## src/rtl/pc_pkg.sv

```systemverilog
package pc_pkg;

    // Configuration encoding: {cfg_split, cfg_casc}
    typedef enum logic [1:0] {
        MODE_WIDE      = 2'b00,
        MODE_WIDE_CASC = 2'b01,
        MODE_SPLIT_A   = 2'b10,
        MODE_SPLIT_B   = 2'b11
    } pc_mode_e;

    localparam int unsigned PC_DATA_W   = 25;
    localparam int unsigned PC_MAX_LAT  = 2;
    localparam int unsigned PC_HOLD_CYC = 2;

    // Result of one check, as stored in the output register
    typedef struct packed {
        logic odd;     // partial parity, 1 on odd total
        logic err_n;   // stretched error flag, active low
    } pc_flag_t;

    // Lane idx (0-based) carries input number idx+1
    function automatic logic lane_used(pc_mode_e m, int unsigned idx);
        logic hole;
        hole = (idx == 0) || (idx == 3) || (idx == 6);
        case (m)
            MODE_WIDE, MODE_WIDE_CASC: return !hole && (idx <= 24);
            MODE_SPLIT_A:              return !hole && (idx <= 13);
            MODE_SPLIT_B:              return (idx <= 5) || (idx >= 7 && idx <= 9) ||
                                              (idx == 11) || (idx == 12);
            default:                   return 1'b0;
        endcase
    endfunction

    // Parity latency in active edges: the cascade bit adds one stage
    function automatic int unsigned mode_latency(pc_mode_e m);
        return m[0] ? 2 : 1;
    endfunction

endpackage

```

## src/rtl/pc_lane_mask.sv

```systemverilog
module pc_lane_mask
    import pc_pkg::*;
#(
    parameter int unsigned DATA_W = PC_DATA_W
) (
    input  pc_mode_e          mode,
    input  logic [DATA_W-1:0] data,
    output logic              par
);
    logic [DATA_W-1:0] lane_en;

    for (genvar i = 0; i < DATA_W; i++) begin : g_lane
        assign lane_en[i] = lane_used(mode, i);
    end

    assign par = ^(data & lane_en);
endmodule

```

## src/rtl/pc_parity_pipe.sv

```systemverilog
module pc_parity_pipe #(
    parameter int unsigned DEPTH = 2
) (
    input  logic clk,
    input  logic rst,
    input  logic adv,
    input  logic d_par,
    input  logic late,
    output logic tap
);
    localparam int unsigned LAST = DEPTH - 1;

    logic [DEPTH-1:0] stg;

    for (genvar s = 0; s < DEPTH; s++) begin : g_stg
        if (s == 0) begin : g_head
            always_ff @(posedge clk) begin
                if (rst)      stg[0] <= 1'b0;
                else if (adv) stg[0] <= d_par;
            end
        end else begin : g_tail
            always_ff @(posedge clk) begin
                if (rst)      stg[s] <= 1'b0;
                else if (adv) stg[s] <= stg[s-1];
            end
        end
    end

    assign tap = late ? stg[LAST] : stg[0];
endmodule

```

## src/rtl/pc_err_hold.sv

```systemverilog
module pc_err_hold
    import pc_pkg::*;
#(
    parameter int unsigned HOLD_CYC = PC_HOLD_CYC
) (
    input  logic     clk,
    input  logic     rst,
    input  logic     adv,
    input  logic     mismatch,
    output pc_flag_t flag
);
    localparam int unsigned CW = $clog2(HOLD_CYC + 1);
    localparam logic [CW-1:0] RELOAD = CW'(HOLD_CYC - 1);

    logic [CW-1:0] cnt;

    always_ff @(posedge clk) begin
        if (rst) begin
            flag.odd   <= 1'b0;
            flag.err_n <= 1'b1;
            cnt        <= '0;
        end else if (adv) begin
            flag.odd <= mismatch;
            if (mismatch) begin
                flag.err_n <= 1'b0;
                cnt        <= RELOAD;
            end else if (cnt != '0) begin
                cnt <= cnt - 1'b1;
            end else begin
                flag.err_n <= 1'b1;
            end
        end
    end
endmodule

```

## src/rtl/pc_delayed_parity.sv

```systemverilog
module pc_delayed_parity
    import pc_pkg::*;
#(
    parameter int unsigned DATA_W   = PC_DATA_W,
    parameter int unsigned HOLD_CYC = PC_HOLD_CYC
) (
    input  logic              clk,
    input  logic              rst,
    input  logic [DATA_W-1:0] data_in,
    input  logic              cfg_casc,
    input  logic              cfg_split,
    input  logic              par_in,
    input  logic              dcs_n,
    input  logic              csr_n,
    output logic              ppo,
    output logic              err_n
);
    pc_mode_e mode;
    logic     adv;
    logic     word_par;
    logic     tap;
    logic     late;
    pc_flag_t flag;

    assign mode = pc_mode_e'({cfg_split, cfg_casc});
    assign adv  = !(dcs_n && csr_n);
    assign late = (mode_latency(mode) == PC_MAX_LAT);

    pc_lane_mask #(.DATA_W(DATA_W)) u_mask (
        .mode (mode),
        .data (data_in),
        .par  (word_par)
    );

    pc_parity_pipe #(.DEPTH(PC_MAX_LAT)) u_pipe (
        .clk   (clk),
        .rst   (rst),
        .adv   (adv),
        .d_par (word_par),
        .late  (late),
        .tap   (tap)
    );

    pc_err_hold #(.HOLD_CYC(HOLD_CYC)) u_hold (
        .clk      (clk),
        .rst      (rst),
        .adv      (adv),
        .mismatch (tap ^ par_in),
        .flag     (flag)
    );

    assign ppo   = flag.odd;
    assign err_n = flag.err_n;
endmodule

```

## config.mk

```make
export PLATFORM = sky130hd
export DESIGN_NAME = pc_delayed_parity
export DESIGN_NICKNAME = d
export VERILOG_FILES = /design/src/rtl/pc_pkg.sv /design/src/rtl/pc_lane_mask.sv /design/src/rtl/pc_parity_pipe.sv /design/src/rtl/pc_err_hold.sv /design/src/rtl/pc_delayed_parity.sv
export SDC_FILE = /design/constraint.sdc
export NUM_CORES = 1
export LEC_CHECK = 0
export ABC_CLOCK_PERIOD_IN_PS = 1790
export BUFFER_PORTS_ARGS = -buffer_cell sky130_fd_sc_hd__buf_2
export CORE_MARGIN = 2
export CORE_UTILIZATION = 39
export CTS_CLUSTER_DIAMETER = 120
export CTS_CLUSTER_SIZE = 25
export DETAILED_ROUTE_END_ITERATION = 8
export GPL_ROUTABILITY_DRIVEN = 0
export PLACE_DENSITY_LB_ADDON = 0.12
export SETUP_SLACK_MARGIN = 0.5
export SYNTH_ARGS = -nofsm -noshare
export SYNTH_HDL_FRONTEND = slang
export SYNTH_SLANG_ARGS = --single-unit
```

## constraint.sdc

```tcl
create_clock -name clk -period 1.79 [get_ports clk]
set_input_delay 0.179 -clock clk [delete_from_list [all_inputs] [get_ports clk]]
set_output_delay 0.179 -clock clk [all_outputs]
set_load 0.05 [all_outputs]
```

# Word-level counts from Yosys, hierarchy flattened
# Cells that the tools add are included.
[totals] inputBits=32 elab_cells=36 output_inout_bits=2 ff_bits=6
[classes] bitwise=3 mux=11 reduce_logical=11 n_eq_ne=5 n_addsub=1
[op_table] cell="AND 25 bit" n=1
[op_table] cell="XOR reduction 25 bit" n=1
[op_table] cell="equality test 2 bit, second input constant" n=3
[op_table] cell="2-to-1 mux 2 bit" n=3
[op_table] cell="case mux 1 bit (2 select lines)" n=3
[op_table] cell="2-to-1 mux 1 bit" n=5
[op_table] cell="AND reduction 2 bit" n=2
[op_table] cell="nonzero test 2 bit" n=2
[op_table] cell="OR reduction 2 bit" n=2
[op_table] cell="OR reduction 4 bit" n=1
[op_table] cell="OR reduction 3 bit" n=1
[op_table] cell="equality test 2 x 1 -> 1 bit, second input constant" n=1
[op_table] cell="zero test 2 bit" n=1
[op_table] cell="!= test 2 x 1 -> 1 bit, second input constant" n=1
[op_table] cell="subtractor 2 x 1 -> 2 bit, second input constant" n=1
[op_table] cell="logical AND 1 bit" n=1
[op_table] cell="NOT 1 bit" n=1
[op_table] cell="bitwise XOR 1 bit" n=1

# Logic depth before layout (Yosys ltp)
[depth] word_depth=6 mapped_depth=6 mapped_depth_nobuf=6

# Modules after synthesis
# A second synthesis with hierarchy kept.
[hier_totals] hier_cells=55 hier_area_um2=531.8
[by_module_without_submodules] module="pc_lane_mask" instances=1 seq_area_each_um2=0.0 area_each_um2=241.5 cells_each=24
[by_module_without_submodules] module="pc_err_hold" instances=1 seq_area_each_um2=80.1 area_each_um2=195.2 cells_each=22
[by_module_without_submodules] module="pc_parity_pipe" instances=1 seq_area_each_um2=40.0 area_each_um2=82.6 cells_each=7
[by_module_without_submodules] module="pc_delayed_parity" instances=1 seq_area_each_um2=0.0 area_each_um2=12.5 cells_each=2

# Worst setup path before layout
# No wires, ideal clock.
[synth_timing] path_type="input port to flip-flop" from="input port data_in[2]" to="register u_pipe.stg[0]" arrival_ns=1.383 slack_ns=0.328 path_buffers=0 setup_ns=0.079 path_stages=6 required_time_ns=1.711 cell_sequence="xnor2_1 xnor2_1 xnor2_1 xnor2_1 xor3_1 a211oi_2"
[synth_between] elab_chain_cells=2
[synth_lines] item="start, declared" line_no="pc_delayed_parity.sv:9" source="input logic [DATA_W-1:0] data_in,"
[synth_lines] item="AND 25 bit" line_no="pc_lane_mask.sv:16" source="assign par = ^(data & lane_en);"
[synth_lines] item="XOR reduction 25 bit" line_no="pc_lane_mask.sv:16"
[synth_lines] item="end signal, assigned" line_no="pc_parity_pipe.sv:19" source="else if (adv) stg[0] <= d_par;"
[synth_lines] item="end, declared" line_no="pc_parity_pipe.sv:13" source="logic [DEPTH-1:0] stg;"
# No other way between the ends.
# A chain may end at the register's enable or synchronous reset.

# Worst setup path after layout
[layout_timing] from="input port data_in[1]" to="register u_pipe.stg[0]"
# The elaborated chain is that of the path after synthesis.

==> flow_summary.toml <==
[placed_design]
hpwl_um = 787
dp.cells = 103
io_buffers = 32
dp_worst_setup_slack_ns = 0.115

[floorplan]
die_y_um = 40.1
top_level_ports = 34
rows = 13
design.die.area_um2 = 1610
design.core.area_um2 = 1250
die_w_um = 40.1
start_util = 0.406

[power_and_ir_drop]
peakVddDrop_mv = 0.568
p_total_mw = 0.628
power_density_nw_per_um2 = 858
p_leak_nw = 0.353

[setup_path]
reg2reg_to = "u_hold.cnt[1]"
required_ns = 1.96
timing.rr.start = "u_pipe.stg[1]"
r2r_setup_slack_ns = 0.66
arrival_ns = 1.57
end_kind = "register"
cp_max_fo = 1
r2r_cells = 5
criticalPathCategory = "input pin to register"
critical_path.startpoint = "data_in[1]"
endpoint = "u_pipe.stg[0]"
cp-start-kind = "input pin"

[synth]
synth_ff_type = "dfxtp_1"
syn_area_um2 = 508
synthTopCellsByCount = "xnor2_1, dfxtp_1, nand2_1"
synth_edf_count = 0
synth_nets = 89
yosysMostFrequentCell = "xnor2_1"
synthArstFlopShare = 0
ys_seq_elements = 6
synth.largest_area_cell = "xnor2_1"
synth_top_area_frac = 0.276
synth.avg_cell_area_um2 = 9.07
synth.distinct_cells = 20
synth_cells = 56
ys_warn_count = 0
synth_area_leaders = "xnor2_1, dfxtp_1, xor2_1"
ys_seq_area_frac = 0.236

[drt]
antenna_left = 0
vias_per_cell = 4.60
wire_per_inst_um = 9.11
routed_wl_um = 966
firstDrtPassIters = 2
drc = 0
vias = 488
initialDrtViolationCount = 2

[clock_network]
cts_setup_buffers = 0
clk_pin_slew_ns = 0.05
numCtsBuffers = 3
clock_sinks = 6
cts_tree = "yes"
h-tree-depth = 1
root_buffer = "clkbuf_4"
clkLatencyLatePin_ns = 0.24
clk_path_buf_depth = 2

[global_routing]
grt-ovfl-total = 0
antenna_found_initial = 0
grt_use_total = 0.133
grt_pass1_vias = 366
grt_pass1_wl_um = 1380
grt_max_degree = 7

[sta]
setup_viol = 0
slew_headroom = 0.835
finalSetupTns_ns = 0
skew_ns = 0.00346
fin_ws_ns = 0.388
slew_violations = 0
finalHoldViolCount = 0
rsz0062_at_grt = "true"
tightest_slew_ns = 0.240
min_period_ns = 1.40
max_clock_freq_mhz = 713
min_period_over_period = 0.783

[final_layout]
area_growth_pct = 44.1
n_antenna_cell = 0
fillers = 131
fin_nets = 126
final_cells = 106
layout-drive-gt1-share = 0.440

[run]
cap_violations = 0

[worst_hold_path]
min_from = "rst"
whs_path_depth = 2
hp-class = "input pin to register"

[status]
status = "finished clean"
## logic make-up after synthesis
logic type / after synthesis / share of synthesized area
adders and majority gates: 1 / 0.0246
and+or+nand+nor: 13 / 0.121
DFF: 6 / 0.236
AOI/OAI and AO/OA: 10 / 0.140
buffers and inverters: 3 / 0.0222
muxes: 1 / 0.0197
xor gates and xnor gates: 22 / 0.436
## how the worst min path moves through the flow
stage                    endpoint  slack (ns)
floorplan           u_pipe.stg[0]        0.24
global placement    u_pipe.stg[0]        0.43
detailed placement  u_pipe.stg[0]        0.43
CTS                 u_pipe.stg[0]        0.16
global route        u_pipe.stg[0]        0.18
finish              u_pipe.stg[0]        0.17
## sequential cells by signal (all words and copies together) (netlist names)
register / flops
u_hold.cnt: 2
u_pipe.stg: 2
u_hold.flag: 2
## worst max-delay path, cell delays in order
cell      delay, ns
buf_2          0.10
xnor2_1        0.18
xnor2_1        0.15
xnor2_1        0.15
xnor2_1        0.15
xor3_1         0.45
a211oi_2       0.21
## layout by cell type (no fill, tap or decap)
cell      count
nand3b_1      1
mux2i_1       1
dfxtp_1       6
xnor3_1       1
o21ai_1       1
clkbuf_4      3
buf_2        32
a211oi_2      1
a21boi_2      1
nand3_1       1
o21ai_0       1
xor2_1        4
a21oi_1       3
nor4_1        2
a21o_1        2
and2_1        1
a211oi_1      1
ha_1          1
nor2_1        3
xnor2_2       3
xnor2_1      13
inv_1         3
nand2_1       5
xor3_1        1
## report_power, final
group	total (mW)	switching (mW)	internal, mW
Combinational	0.325	0.147	0.178
Clock	0.126	0.0503	0.0759
Sequential	0.177	0.0138	0.163
Total	0.628	0.211	0.417
## metal layers
layer | global-route usage | vias to the layer above | part of all wire
met4 | 0.0776 | 0 | 0
met3 | 0.0500 | 0 | 0.098
met2 | 0.222 | 21 | 0.48
li1 | - | 259 | -
met5 | 0 | - | 0
met1 | 0.141 | 208 | 0.42
## final cells by class
cell class | count | area (um2) | share of cell area
clock buffer | 3 | 22.5 | 0.0308
multi-input combinational | 47 | 399 | 0.545
inverter | 3 | 11.3 | 0.0154
tap | 15 | 18.8 | 0.0256
timing repair buffer | 32 | 160 | 0.219
sequential | 6 | 120 | 0.164
## repair_timing
| item | CTS | global route |
|---|---|---|
| hold endpoints to repair | 0 | 0 |
| pin swaps | 0 | 0 |
| endpoints found under the setup margin | 1 | 2 |
| hold buffers | 0 | 0 |
| resized for setup | 0 | 4 |
## per-stage QoR
step	instance area, um2	util	hold slack (ns)
floorplan	508	-	0.244
global placement	687	0.548	0.432
detailed placement	687	0.548	0.429
CTS	709	0.566	0.161
global route	732	0.584	0.179
finish	732	0.584	0.172
(Power assumes the default switching activity.)
